$ cat config.mk
export PLATFORM = sky130hd
export DESIGN_NAME = pll_win
export DESIGN_NICKNAME = d
export VERILOG_FILES = /design/src/rtl/pll_win_pkg.sv /design/src/rtl/pll_win_ctrl.sv /design/src/rtl/pll_win_bank.sv /design/src/rtl/pll_win_out.sv /design/src/rtl/pll_win.sv
export SDC_FILE = /design/constraint.sdc
export NUM_CORES = 1
export LEC_CHECK = 0
export CORE_ASPECT_RATIO = 0.5
export CORE_MARGIN = 2
export CORE_UTILIZATION = 56
export DETAILED_ROUTE_END_ITERATION = 10
export PLACE_DENSITY = 0.77
export SYNTH_ARGS = -nofsm -noshare
export SYNTH_HDL_FRONTEND = slang
export SYNTH_SLANG_ARGS = --single-unit
$ cat constraint.sdc
create_clock -name clk_i -period 2.74 [get_ports clk_i]
set_input_delay 0.548 -clock clk_i [delete_from_list [all_inputs] [get_ports clk_i]]
set_output_delay 0.548 -clock clk_i [all_outputs]
set_load 0.05 [all_outputs]
$ cat src/rtl/pll_win_pkg.sv
package pll_win_pkg;
  localparam int unsigned CW_W   = 32;
  localparam int unsigned BYTE_W = 8;
  localparam int unsigned NBYTE  = CW_W / BYTE_W;
  localparam int unsigned ADDR_W = 6;
  localparam int unsigned NUM_ENT = 1 << ADDR_W;
  localparam int unsigned SEL_W  = 2;
  // control-word field positions decoded by the bank path
  localparam int unsigned FLAG_BIT = 9;
  localparam int unsigned ADDR_LO  = 10;
  localparam int unsigned DATA_LO  = 16;
  localparam logic [NBYTE-1:0] BE_DATA = 4'b0100;

  typedef logic [BYTE_W-1:0] byte_t;
  typedef logic [ADDR_W-1:0] addr_t;
  typedef logic [CW_W-1:0]   word_t;
endpackage

$ cat src/rtl/pll_win_ctrl.sv
module pll_win_ctrl
  import pll_win_pkg::*;
(
  input  logic             clk_i,
  input  logic             rst_ni,
  input  logic             req_i,
  input  logic             we_i,
  input  logic [NBYTE-1:0] be_i,
  input  word_t            wdata_i,
  input  byte_t            bank_rd_i,
  output logic             pll_wr_o,
  output addr_t            pll_addr_o,
  output logic [SEL_W-1:0] sel_o,
  output word_t            rdata_o
);
  word_t ctrl_q;
  word_t ctrl_d;
  word_t rd_mux;
  logic  wr_req, rd_req, single_data;

  assign wr_req      = req_i && we_i;
  assign rd_req      = req_i && !we_i;
  assign single_data = (be_i == BE_DATA);

  always_comb begin
    ctrl_d = ctrl_q;
    for (int b = 0; b < NBYTE; b++)
      if (be_i[b]) ctrl_d[b*BYTE_W +: BYTE_W] = wdata_i[b*BYTE_W +: BYTE_W];
  end

  always_comb begin
    rd_mux = ctrl_q;
    if (single_data && !ctrl_q[FLAG_BIT])
      rd_mux[DATA_LO +: BYTE_W] = bank_rd_i;
  end

  always_ff @(posedge clk_i or negedge rst_ni) begin
    if (!rst_ni) begin
      ctrl_q  <= '0;
      rdata_o <= '0;
    end else begin
      if (wr_req) ctrl_q  <= ctrl_d;
      if (rd_req) rdata_o <= rd_mux;
    end
  end

  assign pll_wr_o   = wr_req && single_data && ctrl_q[FLAG_BIT];
  assign pll_addr_o = ctrl_q[ADDR_LO +: ADDR_W];
  assign sel_o      = ctrl_q[SEL_W-1:0];


  ctrl_hold_chk: assert property (@(posedge clk_i) disable iff (!rst_ni)
    !wr_req |=> $stable(ctrl_q));

  rdata_hold_chk: assert property (@(posedge clk_i) disable iff (!rst_ni)
    !rd_req |=> $stable(rdata_o));
endmodule

$ cat src/rtl/pll_win_bank.sv
module pll_win_bank
  import pll_win_pkg::*;
#(
  parameter int unsigned PCTL_IDX = 5
) (
  input  logic             clk_i,
  input  logic             rst_ni,
  input  logic             wr_en_i,
  input  addr_t            wr_addr_i,
  input  byte_t            wr_data_i,
  input  addr_t            rd_addr_i,
  input  addr_t            fb_addr_i,
  output byte_t            rd_data_o,
  output byte_t            fb_data_o,
  output logic [1:0]       pctl_mode_o
);
  byte_t mem [NUM_ENT];
  logic [NUM_ENT*BYTE_W-1:0] mem_flat;

  for (genvar i = 0; i < NUM_ENT; i++) begin : g_ent
    always_ff @(posedge clk_i or negedge rst_ni) begin
      if (!rst_ni)                                    mem[i] <= '0;
      else if (wr_en_i && wr_addr_i == addr_t'(i))    mem[i] <= wr_data_i;
    end
    assign mem_flat[i*BYTE_W +: BYTE_W] = mem[i];
  end

  assign rd_data_o   = mem[rd_addr_i];
  assign fb_data_o   = mem[fb_addr_i];
  assign pctl_mode_o = mem[PCTL_IDX][1:0];


  bank_hold_chk: assert property (@(posedge clk_i) disable iff (!rst_ni)
    !wr_en_i |=> $stable(mem_flat));
endmodule

$ cat src/rtl/pll_win_out.sv
module pll_win_out
  import pll_win_pkg::*;
(
  input  logic             clk_i,
  input  logic             rst_ni,
  input  logic [SEL_W-1:0] sel_i,
  input  byte_t            fb_data_i,
  input  logic [1:0]       pctl_mode_i,
  output logic [SEL_W-1:0] clk_sel_o,
  output byte_t            fbdiv_o,
  output logic             pix_pll_o
);
  always_ff @(posedge clk_i or negedge rst_ni) begin
    if (!rst_ni) begin
      clk_sel_o <= '0;
      fbdiv_o   <= '0;
      pix_pll_o <= 1'b0;
    end else begin
      clk_sel_o <= sel_i;
      fbdiv_o   <= fb_data_i;
      pix_pll_o <= (pctl_mode_i == 2'd3);
    end
  end
endmodule

$ cat src/rtl/pll_win.sv
module pll_win
  import pll_win_pkg::*;
#(
  parameter int unsigned FB_BASE  = 7,
  parameter int unsigned PCTL_IDX = 5
) (
  input  logic        clk_i,
  input  logic        rst_ni,
  input  logic        req_i,
  input  logic        we_i,
  input  logic [3:0]  be_i,
  input  logic [31:0] wdata_i,
  output logic [31:0] rdata_o,
  output logic [1:0]  clk_sel_o,
  output logic [7:0]  fbdiv_o,
  output logic        pix_pll_o
);
  logic             pll_wr;
  addr_t            pll_addr;
  logic [SEL_W-1:0] sel;
  byte_t            bank_rd, fb_data;
  logic [1:0]       pctl_mode;
  addr_t            fb_addr;

  assign fb_addr = addr_t'(FB_BASE) + addr_t'(sel);

  pll_win_ctrl u_ctrl (
    .clk_i, .rst_ni, .req_i, .we_i, .be_i, .wdata_i,
    .bank_rd_i (bank_rd),
    .pll_wr_o  (pll_wr),
    .pll_addr_o(pll_addr),
    .sel_o     (sel),
    .rdata_o
  );

  pll_win_bank #(.PCTL_IDX(PCTL_IDX)) u_bank (
    .clk_i, .rst_ni,
    .wr_en_i    (pll_wr),
    .wr_addr_i  (pll_addr),
    .wr_data_i  (wdata_i[DATA_LO +: BYTE_W]),
    .rd_addr_i  (pll_addr),
    .fb_addr_i  (fb_addr),
    .rd_data_o  (bank_rd),
    .fb_data_o  (fb_data),
    .pctl_mode_o(pctl_mode)
  );

  pll_win_out u_out (
    .clk_i, .rst_ni,
    .sel_i      (sel),
    .fb_data_i  (fb_data),
    .pctl_mode_i(pctl_mode),
    .clk_sel_o, .fbdiv_o, .pix_pll_o
  );


  multi_no_pll_chk: assert property (@(posedge clk_i) disable iff (!rst_ni)
    (req_i && we_i && be_i != BE_DATA) |-> !pll_wr);

  clk_sel_track_chk: assert property (@(posedge clk_i) disable iff (!rst_ni)
    1'b1 |=> clk_sel_o == $past(sel));

  pix_decode_chk: assert property (@(posedge clk_i) disable iff (!rst_ni)
    1'b1 |=> pix_pll_o == ($past(pctl_mode) == 2'd3));
endmodule

==> qor.txt <==
FF+latch count, synth: 587
CTS tree: built
startpoint types: register
top cells by count, synth: 587 x dfrtp_1, 552 x mux2_2, 145 x mux4_2
routability cong.: 0.945
crit path DAT: 3.12 ns
Overflow after GRT: 0
ant diodes: 0
DR vias: 16.3k
DRT antenna net count: 0
GRT Overall Usage: 27.6%
Num CTS Buffers: 52
clock transition at the registers of the reported paths: 0.07 ns
Avg Synthesized Cell Area: 15.2 um^2
Syn Nets: 1813
slowest stage cell on the critical path: dfrtp_4
vias in the first global route: 17.2k
Ports: 83
number of max-cap violations: 0
top-count cell post-synth: dfrtp_1
max_slew headroom: 48.9%
Final nets: 1988
clock root buffer: clkbuf_16
Area Overhead vs Synth: 17.5%
synth top area cells: dfrtp_1 55%, mux2_2 23%, mux4_2 12%
Setup-failing EPs final: 0
Max FO, Critical Path: 11
routed wire length per instance: 25.5 um
Initial Utilization: 57.1%
Die H: 159 um
placed cell area: 29900 um^2
Finished Cell Area: 31600 um^2
fin crit period: 2.65 ns
FF-to-FF setup slack: 0.09 ns
yosys warns: 0
Cell Pwr Density: 618 nW/um^2
clock latency on the worst-skew pair: 0.59 ns
Die X-Extent: 314 um
fraction of layout cells with a size suffix above 1: 50.1%
Leak Pwr: 15.2 nW
Mapped Cells: 1772
async set or reset register ratio after synthesis: 100%
Slew Limit Fails: 0
port bufs: 82
HPWL Detailed: 44300 um
drt total wl: 67000 um
slew at the pin closest to its max-slew limit: 0.765 ns
non-filler instance count after layout: 2624
CTS sink cnt: 587
post-synthesis sequential area ratio: 54.6%
Hold Crit Class: register to register
CTS Buffer Depth: 3
initial drt markers: 1333
initial antenna violation count: 0
CP bufs+invs: 3
outcome: completed
RSZ-0062 raised after global routing: no
vias per cell: 6.23
first-pass GRT wire length: 106000 um
Yosys top cell by area: dfrtp_1
CP required: 3.21 ns
Mapped Area: 26900 um^2
core area: 47200 um^2
Synth top area share: 54.6%
CP Cell Sequence: buf_12 > buf_12 > mux4_2 > a22oi_1 > a21oi_1 > nor4_1 > buf_4 > a21oi_1
top_reg_cell synth: dfrtp_1
Top delay family on crit path: flip-flops
fmax: 377 MHz
DRC violations left: 0
largest net degree at the start of global routing: 84
final hold violations: 0
Hold WS: 0.398 ns
final worst path period share: 96.8%
Crit. End Element: register
CP max stage delay: 0.56 ns
peak supply drop: 0.000447 V
Unique masters post-synth: 46
clock skew: 0.0301 ns
Crit Path Class: register to register
Post-synth EDFFs: 0
Die ar.: 49900 um^2
first-pass detailed-route iteration total: 5
H-Tree Depth: 2
dpl cells: 2528
# rows: 56
[sequential cells by signal (all words and copies together), names as in the netlist]
name,cells
u_out.fbdiv_o,8
u_ctrl.ctrl_q,32
u_bank.pctl_mode_o,2
u_out.pix_pll_o,1
u_bank.mem,510
u_ctrl.rdata_o,32
u_out.clk_sel_o,2
[power breakdown]
part | total, mW | switching (mW) | internal, mW
sequential | 9.16 | 0.236 | 8.92
clock | 7.35 | 3.22 | 4.13
combinational | 3.04 | 1.90 | 1.15
[cells in the final DEF (no fill, tap or decap), types with 7 or more instances in the layout]
| cell type | n |
|---|---|
| dfrtp_1 | 583 |
| mux2_2 | 552 |
| mux4_2 | 145 |
| nand2_1 | 131 |
| buf_4 | 115 |
| clkdlybuf4s50_1 | 73 |
| buf_12 | 57 |
| clkbuf_16 | 53 |
| mux2i_1 | 32 |
| nor3_2 | 20 |
| clkbuf_8 | 18 |
| clkbuf_1 | 17 |
| o21ai_0 | 16 |
| a21oi_1 | 14 |
| nor2_1 | 13 |
| nor3_1 | 13 |
| nand3_1 | 13 |
| nor3_4 | 10 |
| or3_1 | 9 |
| a31oi_1 | 8 |
| buf_2 | 8 |
| o22ai_1 | 7 |
[metrics by stage]
| stage | worst slack [ns] | setup TNS, ns | utilization (%) | power, mW |
|---|---|---|---|---|
| 3_3_place_gp | -0.330 | -37.90 | 63.4 | 12.3 |
| 4_1_cts | 0.0721 | 0 | 67.0 | 19.6 |
| 6_report | 0.0890 | 0 | 67.1 | 19.6 |
| 2_1_floorplan | 0.169 | 0 | - | 11.1 |
| 5_1_grt | 0.0225 | 0 | 67.1 | 20.2 |
| 3_5_place_dp | -0.371 | -46.68 | 63.4 | 12.3 |
[kinds of logic (layout without fill, tap and decap cells)]
logic type / after synthesis / in the layout / share of synthesized area, %
multiplexers: 729 / 729 / 36.4
flip-flops: 587 / 587 / 54.6
AND/OR/NAND/NOR: 246 / 246 / 5.03
buffers and inverters: 139 / 353 / 2.24
AO/OA/AOI/OAI: 70 / 70 / 1.70
adder cells (fa/ha/maj): 1 / 1 / 0.0465
[path summary, 6_finish.rpt]
| path | start | endpoint | cells after the start |
|---|---|---|---|
| max in group asynchronous | rst_ni | u_bank.mem[127] | 3 |
| min | u_ctrl.ctrl_q[1] | u_out.clk_sel_o[1] | 0 |
| max reg2reg | u_ctrl.ctrl_q[11] | u_ctrl.rdata_o[23] | 8 |
| min reg2reg | u_ctrl.ctrl_q[1] | u_out.clk_sel_o[1] | 0 |
| min in group asynchronous | rst_ni | u_bank.mem[36] | 2 |
| max | u_ctrl.ctrl_q[11] | u_ctrl.rdata_o[23] | 8 |
[worst reg2reg max path, cell delays in order, from the launching register on]
cell and delay [ns]:
dfrtp_4 0.56, buf_12 0.18, buf_12 0.17, mux4_2 0.55
a22oi_1 0.31, a21oi_1 0.19, nor4_1 0.36, buf_4 0.17
a21oi_1 0.06
[repair_timing]
item	CTS	global route
setup endpoints to repair	0	2
hold buffers	1	0
setup buffers	0	2
endpoints found under the hold margin	43	0
resized for setup	0	1
[metal layers]
layer | wire length, um | global-route usage [%] | vias to the layer above
met3 | 4420 | 5.35 | 95
met4 | 1170 | 5.52 | 0
met5 | 0 | 0 | -
met1 | 29600 | 40.4 | 8803
met2 | 31900 | 43.6 | 526
li1 | - | - | 6920
[cell type report]
cell class,instances,area [um^2]
clock buffer,88,1640
clock inverter,5,52.6
fill,3185,15500
inverter,5,18.8
multi-input combinational,1046,11600
sequential,587,14700
tap,638,798
timing repair buffer,255,2800
Note: power is estimated with default switching activity, not from simulation.
